==> src/rtl/addr_regfile.sv <==
module addr_regfile #(
  parameter int NREGS = 8,
  parameter int DW    = 32
) (
  input  logic                     clk,
  input  logic                     rst,
  input  logic                     wr_en,
  input  logic [$clog2(NREGS)-1:0] wr_sel,
  input  logic [1:0]               wr_size,
  input  logic [DW-1:0]            wr_data,
  output logic                     wr_illegal,
  input  logic [$clog2(NREGS)-1:0] rd_a_sel,
  input  logic [1:0]               rd_a_size,
  output logic [DW-1:0]            rd_a_data,
  output logic                     rd_a_illegal,
  input  logic [$clog2(NREGS)-1:0] rd_b_sel,
  input  logic [1:0]               rd_b_size,
  output logic [DW-1:0]            rd_b_data,
  output logic                     rd_b_illegal
);
  localparam int HW = DW / 2;
  localparam logic [1:0] SZ_WORD = 2'b01;
  localparam logic [1:0] SZ_LONG = 2'b10;

  logic [NREGS-1:0][DW-1:0] regs;
  logic                     wr_ok;
  logic [DW-1:0]            wr_ext;

  function automatic logic size_ok(input logic [1:0] sz);
    return (sz == SZ_WORD) || (sz == SZ_LONG);
  endfunction

  function automatic logic [DW-1:0] fmt(input logic [DW-1:0] v, input logic [1:0] sz);
    case (sz)
      SZ_WORD: return {{HW{v[HW-1]}}, v[HW-1:0]};
      SZ_LONG: return v;
      default: return '0;
    endcase
  endfunction

  assign wr_ok      = size_ok(wr_size);
  assign wr_illegal = wr_en & ~wr_ok;
  assign wr_ext     = fmt(wr_data, wr_size);

  always_ff @(posedge clk) begin
    if (rst)                regs <= '0;
    else if (wr_en && wr_ok) regs[wr_sel] <= wr_ext;
  end

  assign rd_a_data    = fmt(regs[rd_a_sel], rd_a_size);
  assign rd_a_illegal = ~size_ok(rd_a_size);
  assign rd_b_data    = fmt(regs[rd_b_sel], rd_b_size);
  assign rd_b_illegal = ~size_ok(rd_b_size);

  assert_reset_clears_R1: assert property (@(posedge clk) disable iff (rst)
    $fell(rst) |-> (rd_a_data == '0) && (rd_b_data == '0));

  assert_long_write_R2: assert property (@(posedge clk) disable iff (rst)
    (wr_en && wr_size == SZ_LONG) |=> regs[$past(wr_sel)] == $past(wr_data));

  assert_word_write_ext_R3: assert property (@(posedge clk) disable iff (rst)
    (wr_en && wr_size == SZ_WORD) |=>
      (regs[$past(wr_sel)][HW-1:0] == $past(wr_data[HW-1:0])) &&
      (regs[$past(wr_sel)][DW-1:HW] == {HW{$past(wr_data[HW-1])}}));

  assert_illegal_write_holds_R4: assert property (@(posedge clk) disable iff (rst)
    wr_illegal |=> $stable(regs));

  assert_no_write_holds_R4: assert property (@(posedge clk) disable iff (rst)
    !wr_en |=> $stable(regs));

  assert_word_read_a_R6: assert property (@(posedge clk) disable iff (rst)
    (rd_a_size == SZ_WORD) |-> rd_a_data[DW-1:HW] == {HW{rd_a_data[HW-1]}});

  assert_word_read_b_R6: assert property (@(posedge clk) disable iff (rst)
    (rd_b_size == SZ_WORD) |-> rd_b_data[DW-1:HW] == {HW{rd_b_data[HW-1]}});

  assert_illegal_read_zero_R7: assert property (@(posedge clk) disable iff (rst)
    (rd_a_illegal |-> rd_a_data == '0) and (rd_b_illegal |-> rd_b_data == '0));
endmodule

==> config.mk <==
export PLATFORM = sky130hd
export DESIGN_NAME = addr_regfile
export DESIGN_NICKNAME = d
export VERILOG_FILES = /design/src/rtl/addr_regfile.sv
export SDC_FILE = /design/constraint.sdc
export NUM_CORES = 1
export LEC_CHECK = 0
export ABC_CLOCK_PERIOD_IN_PS = 3000
export BUFFER_PORTS_ARGS = -buffer_cell sky130_fd_sc_hd__buf_4
export CAP_MARGIN = 20
export CORE_UTILIZATION = 55
export CTS_CLUSTER_DIAMETER = 200
export DETAILED_ROUTE_END_ITERATION = 7
export PLACE_DENSITY = 0.74
export REMOVE_ABC_BUFFERS = 1
export SETUP_SLACK_MARGIN = 0.3
export SYNTH_ARGS = -nofsm -noshare
export SYNTH_HDL_FRONTEND = slang
export SYNTH_SLANG_ARGS = --single-unit
==> constraint.sdc <==
create_clock -name clk -period 3 [get_ports clk]
set_input_delay 0.3 -clock clk [delete_from_list [all_inputs] [get_ports clk]]
set_output_delay 0.3 -clock clk [all_outputs]
set_load 0.02 [all_outputs]
### Yosys cells after proc, flatten, opt, wreduce, memory -nomap -nowiden

Index checks and enable logic that the tools add are counted.
W data, S select, Z words.

| storage, ports and cells | value |
|---|---|
| bits of input ports | 50 |
| output and inout bits | 67 |
| bits in registers | 256 |

| operators by class | value |
|---|---|
| muxes and demuxes | 10 |
| bitwise logic cells | 4 |
| eq/ne operators | 6 |
| reduce and logical (&&, ||, !) cells | 5 |
| $lt $le $gt $ge | 4 |

Operators with widths:

| cell | count |
|---|---|
| $bwmux W256 | 1 |
| $bmux W32 S3 | 2 |
| $pmux W32 S2 | 3 |
| $demux W32 S3 | 1 |
| $mux W32 | 3 |
| $lt A3 B4 Y1 const B | 3 |
| $eq A2 B1 Y1 const B | 3 |
| $eq A2 B2 Y1 const B | 3 |
| $ge A3 B1 Y1 const B | 1 |
| $logic_or A1 B1 Y1 | 3 |
| $not A1 Y1 | 3 |
| $logic_and A1 B1 Y1 | 2 |
| $and A1 B1 Y1 | 1 |

### Longest topological paths before layout

| logic depth | value |
|---|---|
| depth after elaboration | 5 |
| gate-level depth with buffers | 9 |
| gate-level depth less buffers | 6 |

### Worst setup path after synthesis

No wires, ideal clock.

| timing | value |
|---|---|
| path kind | input-to-output |
| from | input port rd_a_size[0] |
| to | output port rd_a_data[31] |
| buffers on the path | 1 |
| required time | 2.700 ns |
| slack | 0.834 ns |
| stages on the path | 5 |
| data arrival time | 1.866 ns |
| cells stage by stage | inv_1 -> ha_1 -> nand2b_1 -> clkbuf_1 -> o41ai_1 |

| between the ends | value |
|---|---|
| longest elaborated chain between the ends | 2 |
| elaborated cells between the ends (all ways) | 3 |
| classes of those cells | 2 x eq/ne; 1 x mux |

RTL lines:

| what | RTL line | source |
|---|---|---|
| start: declaration | 13 | `input logic [1:0] rd_a_size,` |
| $eq A2 B2 Y1 or $eq A2 B1 Y1 (tied branches) | 34 | `case (sz)` |
| $pmux W32 S2 (*) | 34 |  |
| end: declaration | 14 | `output logic [DW-1:0] rd_a_data,` |

Mark *: on every way between the ends. The rest lies on a longest branch, timed or not.

### Worst setup path in the final report

| timing | value |
|---|---|
| from | register regs[239] in the netlist's numbering |
| to | output port rd_b_data[16] |

| between the ends | value |
|---|---|
| longest elaborated chain between the ends | 3 |

RTL lines:

| what | RTL line | source |
|---|---|---|
| start: declaration | 25 | `logic [NREGS-1:0][DW-1:0] regs;` |
| start signal: indexed assignment | 47 | `else if (wr_en && wr_ok) regs[wr_sel] <= wr_ext;` |
| $bmux W32 S3 | 52 | `assign rd_b_data = fmt(regs[rd_b_sel], rd_b_size);` |
| $mux W32 (implied by the code) | 52 |  |
| $pmux W32 S2 | 34 |  |
| end: declaration | 18 | `output logic [DW-1:0] rd_b_data,` |

Every way passes these cells. The select of a mux whose other input is x is not followed.

==> impl_metrics.toml <==
[outcome]
status = "finished clean"

[min_path]
hp-start = "rst"
hold_path_depth = 2
hold_path_end = "regs[41]"
hold_class = "in -> reg"

[die]
io_pins = 117
dieArea_um2 = 25530
rows = 57
coreArea_um2 = 24390
die_x_um = 159.8
initial_core_util = 0.5614
die_height_um = 159.8

[route]
antenna_left = 0
route.top_layer_used = "met4"
drt_iter0_drc = 1463
num_vias = 12400
wire_per_inst_um = 21.61
vias_per_cell = 6.229
route.detailed.drc = 0
dr_wl_met3_um = 4068
drt-met1-wl_um = 16410
wl_met2_um = 20640
totalWireLength_um = 43020
drt-pass1-iter-count = 6

[worst_setup_path]
path_class = "reg -> out"
rr_worst_depth = 2
crit_path_end_kind = "primary output"
crit_buf_inv = 2
slowest_delay_ns = 0.38
crit_fanout = 16
rrSetupSlack_ns = 2.29
startpoint_type = "flop"
timing.rr.start = "regs[97]"
cp_slowest_cell = "o22ai_1"
cp.required_ns = 2.70
path_cells = "mux2_2 -> o22ai_1 -> nor4b_4 -> buf_4 -> a31o_2 -> buf_4"
cpMostUsedCell = "buf_4"
worstPathArrival_ns = 2.31
rr_endpoint = "regs[97]"
critPathTopFamily = "compound AO/OA/AOI/OAI gates"

[timing]
final.period_utilization = 0.8711
report.final.slew_viol_count = 0
tns_ns = 0
relSlewSlack = 0.3567
rsz0062_at_grt = "false"
setup_violations = 0
finalHoldViolations = 0
period_minus_slack_ns = 2.613
tightest_slew_ns = 0.9650
finClkSkew_ns = 0
clock.fmax_mhz = 382.7

[clocking]
clk_pin_slew_ns = 0.06
cts_root_buf = "clkbuf_16"
cts_setup_buffers = 0
clock_sinks = 256
ctsLongestPathBuffers = 3
post_cts_resized = 0
cts_hold_buf = 0
clkLatencyLatePin_ns = 0.55
htreeDepth = 1
cts_tree = "done"
numCtsBuffers = 27

[global_routing]
grt_max_degree = 80
grtUsageTotal = 0.3326
antenna_found_initial = 0
globalRouteOverflowTotal = 0
grt_pass1_vias = 12060
grt_pass1_wl_um = 66700

[logic_synthesis]
synth-edff-count = 0
synth_warnings = 0
synthCells = 1613
synthFlopType = "dfxtp_1"
synth-seq-cells = 256
synthDistinctLibCells = 45
ys_seq_area_frac = 0.3743
ys_async_sr_fraction = 0
syn_area_um2 = 13690
avgSynthCellArea_um2 = 8.488

[place]
hpwl_um = 25280
routabilityCongestion = 0.8397
dp.cells = 1939
portBuffers = 116

[pwr]
seq_power_share = 0.449
max-vdd-ir-drop_uv = 369.6
internal-power_mw = 5.668
p_per_area_nw_per_um2 = 488.6
p_sw_mw = 1.966
p_sw_frac = 0.2575
clockPowerShare = 0.445
leakagePower_nw = 5.616
combPwrFrac = 0.106

[final_layout]
area_growth_pct = 14.13
instances_no_fill = 1991
layout-drive-gt1-share = 0.2095
largest_register_ffs = 256
fin_nets = 1701
largest_registers = "regs (256)"
top_register = "regs"

[job]
drv_cap = 0
power groups by stage:
stage          clock [mW]  sequential [mW]  combinational (mW)
2_1_floorplan           0             3.50               0.329
3_3_place_gp            0             3.50               0.786
3_5_place_dp            0             3.50               0.791
4_1_cts              3.39             3.43               0.793
5_1_grt              3.54             3.43               0.850
6_report             3.40             3.43               0.813
cell families (layout without fill, tap and decap cells):
group / Yosys count / in the layout / synth area share
fa+ha+maj: 6 / 6 / 0.005483
other cells: 0 / 1 / 0
mux: 191 / 191 / 0.2253
flops: 256 / 256 / 0.3743
buf+inv: 166 / 219 / 0.05912
simple gates: 650 / 650 / 0.1956
compound gates: 344 / 344 / 0.1403
cell usage in the layout (no fill, tap or decap), drive strengths merged, types with 6 or more instances in the layout:
master    n
and2     18
mux4     92
buf     162
o221ai   12
nand2   547
nand2b   19
a31o     16
nor2b    11
inv       7
ha        6
dfxtp   256
mux2i    82
clkbuf   45
a21oi   272
nor2     35
a22oi    17
mux2     17
a31oi    12
Yosys cell counts, types with 9 or more instances:
library cell	count	area [µm²]
a21oi_1	272	1361
a22oi_1	17	127.6
a31o_2	16	140.1
a31oi_1	12	75.07
and2_1	18	112.6
buf_2	62	310.3
buf_4	11	82.58
buf_6	9	101.4
clkbuf_1	76	285.3
dfxtp_1	256	5125
mux2_2	17	191.4
mux2i_1	82	820.8
mux4_2	92	2072
nand2_1	547	2053
nand2b_1	19	118.9
nor2_1	35	131.4
nor2b_1	10	62.56
o221ai_1	12	105.1
cell type report:
cell class                 count  area [µm²]
inverter                       6       22.52
antenna                        1       2.502
timing repair buffer         163        1383
tap                          324       405.4
fill                        2029        8765
clock inverter                 6       33.78
multi-input combinational   1191        7785
clock buffer                  44       869.6
sequential                   256        5125
worst max-delay path by stage:
stage                     from       endpoint  slack, ns  cells after the start
floorplan           wr_size[0]      regs[128]      -0.11                      6
global placement    wr_size[0]      regs[161]       0.60                      7
detailed placement  wr_size[0]      regs[179]       0.56                      7
CTS                  regs[239]  rd_b_data[16]       0.44                      6
global route         regs[239]  rd_b_data[16]       0.40                      6
finish               regs[239]  rd_b_data[16]       0.39                      6
per-stage QoR:
| step | area, µm² | util | setup WS (ns) | power, mW | hold WS [ns] |
|---|---|---|---|---|---|
| floorplan | 12900 | - | -0.1138 | 3.827 | 0.3691 |
| global placement | 14700 | 0.6025 | 0.6043 | 4.286 | 0.4487 |
| detailed placement | 14700 | 0.6025 | 0.5619 | 4.292 | 0.4555 |
| CTS | 15600 | 0.6395 | 0.4369 | 7.614 | 0.2103 |
| global route | 15620 | 0.6406 | 0.4001 | 7.819 | 0.2236 |
| finish | 15630 | 0.6407 | 0.3867 | 7.634 | 0.2000 |
worst register-to-register path, cell delays in order (launching register included):
cell and delay [ns]:
dfxtp_1 0.37, nand2_1 0.06, a21oi_1 0.20
layer usage:
| layer | track usage | vias up |
|---|---|---|
| li1 | - | 5619 |
| met1 | 0.4247 | 5913 |
| met2 | 0.5611 | 713 |
| met3 | 0.04390 | 156 |
| met4 | 0.1541 | 0 |
| met5 | 0.001894 | - |
No activity file was read; power rests on OpenSTA's default activity.
